==> src/rtl/tlbq_pkg.sv <==
package tlbq_pkg;
  localparam int SETS  = 64;
  localparam int SET_W = $clog2(SETS);

  typedef enum logic [1:0] {
    OP_NONE    = 2'd0,
    OP_INVAL   = 2'd1,
    OP_SYNC    = 2'd2,
    OP_ILLEGAL = 2'd3
  } tlbOp_e;

  typedef struct packed {
    logic             invalEn;
    logic [SET_W-1:0] invalSet;
  } tlbStrb_t;
endpackage

==> src/rtl/tlbq_ctrl.sv <==
module tlbq_ctrl
  import tlbq_pkg::*;
(
  input  logic             clk,
  input  logic             rstN,
  input  logic             cmdValid,
  input  logic [1:0]       cmdOp,
  input  logic [SET_W-1:0] cmdIdx,
  input  logic             extSyncActive,
  output tlbStrb_t         strb,
  output logic             busy,
  output logic             illegalPulse
);
  typedef enum logic {ST_IDLE, ST_WAIT} state_e;

  state_e stateQ, stateD;
  logic   illegalD;
  logic   accept;
  tlbOp_e op;

  always_comb begin
    op            = tlbOp_e'(cmdOp);
    accept        = cmdValid && (stateQ == ST_IDLE);
    stateD        = stateQ;
    illegalD      = 1'b0;
    strb.invalEn  = accept && (op == OP_INVAL);
    strb.invalSet = cmdIdx;
    case (stateQ)
      ST_IDLE: begin
        if (accept && op == OP_SYNC && extSyncActive) stateD = ST_WAIT;
        if (accept && op == OP_ILLEGAL) illegalD = 1'b1;
      end
      default: begin
        if (!extSyncActive) stateD = ST_IDLE;
      end
    endcase
  end

  always_ff @(posedge clk) begin
    if (!rstN) begin
      stateQ       <= ST_IDLE;
      illegalPulse <= 1'b0;
    end else begin
      stateQ       <= stateD;
      illegalPulse <= illegalD;
    end
  end

  assign busy = (stateQ == ST_WAIT);
endmodule

==> src/rtl/tlbq_valid_array.sv <==
module tlbq_valid_array
  import tlbq_pkg::*;
#(
  parameter int WAYS    = 2,
  localparam int WAY_W  = (WAYS > 1) ? $clog2(WAYS) : 1,
  localparam int ENTRIES = SETS * WAYS
) (
  input  logic             clk,
  input  logic             rstN,
  input  tlbStrb_t         strb,
  input  logic             fillValid,
  input  logic             fillSide,
  input  logic [SET_W-1:0] fillSet,
  input  logic [WAY_W-1:0] fillWay,
  output logic [ENTRIES-1:0] instValid,
  output logic [ENTRIES-1:0] dataValid
);
  logic [ENTRIES-1:0] validQ [2];

  for (genvar side = 0; side < 2; side++) begin : gSide
    logic [ENTRIES-1:0] validD;

    always_comb begin
      validD = validQ[side];
      if (fillValid && (fillSide == side[0]))
        validD[int'(fillSet) * WAYS + int'(fillWay)] = 1'b1;
      if (strb.invalEn) begin
        for (int w = 0; w < WAYS; w++)
          validD[int'(strb.invalSet) * WAYS + w] = 1'b0;
      end
    end

    always_ff @(posedge clk) begin
      if (!rstN) validQ[side] <= '0;
      else       validQ[side] <= validD;
    end
  end

  assign instValid = validQ[0];
  assign dataValid = validQ[1];
endmodule

==> src/rtl/tlbq_inval_top.sv <==
module tlbq_inval_top
  import tlbq_pkg::*;
#(
  parameter int ADDR_W  = 32,
  parameter int IDX_LSB = 12,
  parameter int WAYS    = 2,
  localparam int WAY_W   = (WAYS > 1) ? $clog2(WAYS) : 1,
  localparam int ENTRIES = SETS * WAYS
) (
  input  logic               clk,
  input  logic               rstN,
  input  logic               cmdValid,
  input  logic [1:0]         cmdOp,
  input  logic [ADDR_W-1:0]  effAddr,
  input  logic               instXlateOn,
  input  logic               dataXlateOn,
  input  logic               extSyncActive,
  input  logic               fillValid,
  input  logic               fillSide,
  input  logic [SET_W-1:0]   fillSet,
  input  logic [WAY_W-1:0]   fillWay,
  output logic               busy,
  output logic               illegalPulse,
  output logic [ENTRIES-1:0] instValid,
  output logic [ENTRIES-1:0] dataValid
);
  tlbStrb_t strb;
  logic     unusedBits;

  // Translation enables and the address bits outside the index do not
  // take part in any command.
  assign unusedBits = ^{effAddr, instXlateOn, dataXlateOn};

  tlbq_ctrl uCtrl (
    .clk          (clk),
    .rstN         (rstN),
    .cmdValid     (cmdValid),
    .cmdOp        (cmdOp),
    .cmdIdx       (effAddr[IDX_LSB +: SET_W]),
    .extSyncActive(extSyncActive),
    .strb         (strb),
    .busy         (busy),
    .illegalPulse (illegalPulse)
  );

  tlbq_valid_array #(.WAYS(WAYS)) uArray (
    .clk       (clk),
    .rstN      (rstN),
    .strb      (strb),
    .fillValid (fillValid),
    .fillSide  (fillSide),
    .fillSet   (fillSet),
    .fillWay   (fillWay),
    .instValid (instValid),
    .dataValid (dataValid)
  );
endmodule

==> config.mk <==
export PLATFORM = sky130hd
export DESIGN_NAME = tlbq_inval_top
export DESIGN_NICKNAME = d
export VERILOG_FILES = /design/src/rtl/tlbq_pkg.sv /design/src/rtl/tlbq_ctrl.sv /design/src/rtl/tlbq_valid_array.sv /design/src/rtl/tlbq_inval_top.sv
export SDC_FILE = /design/constraint.sdc
export NUM_CORES = 1
export LEC_CHECK = 0
export ABC_AREA = 1
export BUFFER_PORTS_ARGS = -buffer_cell sky130_fd_sc_hd__buf_2
export CAP_MARGIN = 20
export CELL_PAD_IN_SITES_DETAIL_PLACEMENT = 1
export CELL_PAD_IN_SITES_GLOBAL_PLACEMENT = 1
export CORE_ASPECT_RATIO = 1.5
export CORE_MARGIN = 2
export CORE_UTILIZATION = 39
export CTS_CLUSTER_DIAMETER = 100
export DETAILED_ROUTE_END_ITERATION = 8
export HOLD_SLACK_MARGIN = 0.1
export PLACE_DENSITY_LB_ADDON = 0.1
export SKIP_CTS_REPAIR_TIMING = 1
export SLEW_MARGIN = 20
export SYNTH_ARGS = -nofsm -noshare
export SYNTH_HDL_FRONTEND = slang
export SYNTH_SLANG_ARGS = --single-unit
==> constraint.sdc <==
create_clock -name clk -period 2.1 [get_ports clk]
set_input_delay 0.21 -clock clk [delete_from_list [all_inputs] [get_ports clk]]
set_output_delay 0.21 -clock clk [all_outputs]
set_load 0.05 [all_outputs]
==> impl_results.md <==
- Post-layout util: 48.9%
- Vias in the first global route: 11,700
- NetSw: 2.59 mW
- EDFF count, synth: 0
- Startpoint Class: primary input
- Placed cell count: 2,383
- Die Ht: 215 um
- # H-tree levels: 1
- Final layout net count: 2,071
- Final period utilization: 79.6%
- Top cells by area, synth: dfxtp_1 45%, inv_1 15%, nand3_1 13%, nand2_1 9.6%, nor2_1 8.7%
- Cell family with most CP delay: buffers and inverters
- Crit-path cells: dlygate4sd3_1 -> buf_2 -> nand3_1 -> dlygate4sd3_1 -> nor2_1 -> dlygate4sd3_1
- # port buffers: 278
- First-pass GRT wire length: 62.9 mm
- Hold slack: 154 ps
- Post-route minimum period: 1670 ps
- Post-synthesis simple-gate area fraction: 34.4%
- Sequential share of power: 47.5%
- CTS max path bufs: 3
- Part of the total power dissipated in combinational logic: 6.7%
- Compound-Gate Fraction of Synth Area: 1.78%
- Power Dens Cells: 722 nW/um^2
- DRC: 0
- Max Transition Viols Final: 0
- CTS tree: built
- CTS Root Cell: clkbuf_16
- Slew @ Worst Pin: 689 ps
- Max cap viols: 0
- Hold Fails Final Rpt: 0
- DR pass1 iterations: 4
- Hold Path Class: in2reg
- Final setup vio count: 0
- Routed len/inst: 16.8 um
- Synth Cell Area: 11,600 sq um
- Top-count cell post-synth: inv_1
- Post-DP Area: 13,400 sq um
- Drt via density: 4.71
- Final wirelength: 40.8 mm
- Commonest cells in the netlist: 465 x inv_1, 305 x nand3_1, 296 x nand2_1
- Switching Fraction: 25.0%
- GRT overflow: 0
- Overall power: 10.3 mW
- Max Clock Skew: 8.63 ps
- Yosys reg bits: 258
- Core footprint: 29,300 sq um
- RD Place Congestion: 0.794
- TNS Setup: 0 ps
- Clock power share: 45.8%
- Worst path slowest cell: dlygate4sd3_1
- Routed Antenna Nets: 0
- Share of post-route cells with drive strength above 1: 19.6%
- Outcome: completed
- Top_reg_cell synth: dfxtp_1
- DP Worst Slack: 477 ps
- Slew headroom: 54.0%
- LEAKAGE: 7.26 nW
- Fmax: 0.598 GHz
- Total CTS buffers: 27
- Post-Syn Area per Cell: 6.60 sq um
- Yosys warns: 0
- Layout Area Growth over Synthesis: 24.0%
- Internal: 7.75 mW
- Non-filler instance count after layout: 2,437
- WP data arrival: 2100 ps
- Row cnt: 77
- Pin count of the biggest net entering global routing: 68
- Final HPWL DP: 29.0 mm
- Initial DRC Count: 398
- Required @ worst endpoint: 2530 ps
- Critical Path Max Stage Delay: 560 ps
- Crit-path max FO: 2
- Multiplexer share of the synthesized area: 0%
- Antenna violations before repair: 5
- Finished Cell Area: 14,300 sq um
- Initial Util: 39.5%
- Syn Inst Count: 1,752
- Maximum VDD drop: 638 uV
- Largest family of logic cells by synthesized area: simple AND/OR/NAND/NOR gates
- Cell variety after synth: 19
- Crit path capture type: register
- Synth area leader: dfxtp_1
- Clk sink count: 258
- Clk_lat worst skew: 550 ps
- Unrepaired setup endpoints after global routing: no
- Seq/Total Area, Yosys: 44.7%
- Top-area cell type share of the netlist area: 44.7%
- Final setup margin: 429 ps
- CTS clk-pin slew, worst paths: 60 ps
- Die footprint: 31,000 sq um
- Vias: 11,500
- Async set-reset flop share out of synthesis: 0%
- Ports: 307
- Worst path most repeated cell: dlygate4sd3_1
- Adder-cell share of the synthesized area: 0%
- Die width: 145 um
- CP Class: in2reg
- Worst path bufs/invs: 4
- Xor/xnor share of the synthesized area: 0%
- Total GRT Usage: 25.9%
- Syn_nets: 1,801
==> registers in the layout, summed over array words and instances, names as in the netlist <==
signal              flops
uArray.validQ         256
uCtrl.busy              1
uCtrl.illegalPulse      1
==> power by group through the flow <==
stage	registers [mW]	logic [mW]	clock network, mW
3_3_place_gp	5.02	0.680	0
3_5_place_dp	5.02	0.686	0
2_1_floorplan	5.06	0.367	0
5_1_grt	4.91	0.741	5.03
6_report	4.91	0.690	4.74
4_1_cts	4.91	0.690	4.84
==> final timing paths <==
check | endpoint | start | slack, ps | depth (start not counted)
max | uCtrl.illegalPulse | cmdOp[1] | 430 | 6
min | uArray.validQ[0][2] | fillSet[0] | 150 | 5
max reg2reg | uArray.validQ[1][24] | uCtrl.busy | 610 | 7
min reg2reg | uArray.validQ[1][109] | uArray.validQ[1][109] | 440 | 2
==> worst register-to-register path, stage by stage, from the launching register on <==
cell	delay, ps
dfxtp_1	310
inv_1	60
nand2_1	110
nor2_4	150
buf_12	290
nand3_1	180
nand2_1	200
nor2_1	80
==> layout make-up <==
cell class,count,area [sq um]
fill,4039,15000
sequential,258,5160
multi-input combinational,944,4210
timing repair buffer,320,1820
inverter,471,1770
clock buffer,43,836
tap,395,494
clock inverter,3,21.3
antenna,3,7.51
==> layout by cell type, fill, tap and decap left out, drive strengths merged <==
cell type    count
a21oi           41
buf            315
clkbuf          43
clkinv           2
dfxtp          258
diode            3
dlygate4sd3      5
inv            472
nand2          305
nand3          305
nor2           289
nor3             4
==> per-layer routing <==
layer | vias up | GRT usage (%) | wire (um)
met3 | 79 | 5.41 | 2330
met4 | 4 | 9.03 | 1430
li1 | 5656 | - | -
met2 | 270 | 47.1 | 20800
met1 | 5477 | 29.6 | 16200
met5 | - | 0 | 28
==> kinds of logic after synthesis <==
logic type | Yosys count
AOI/OAI and AO/OA | 41
and+or+nand+nor | 903
buffers and inverters | 550
DFF | 258
(Power assumes the default switching activity.)
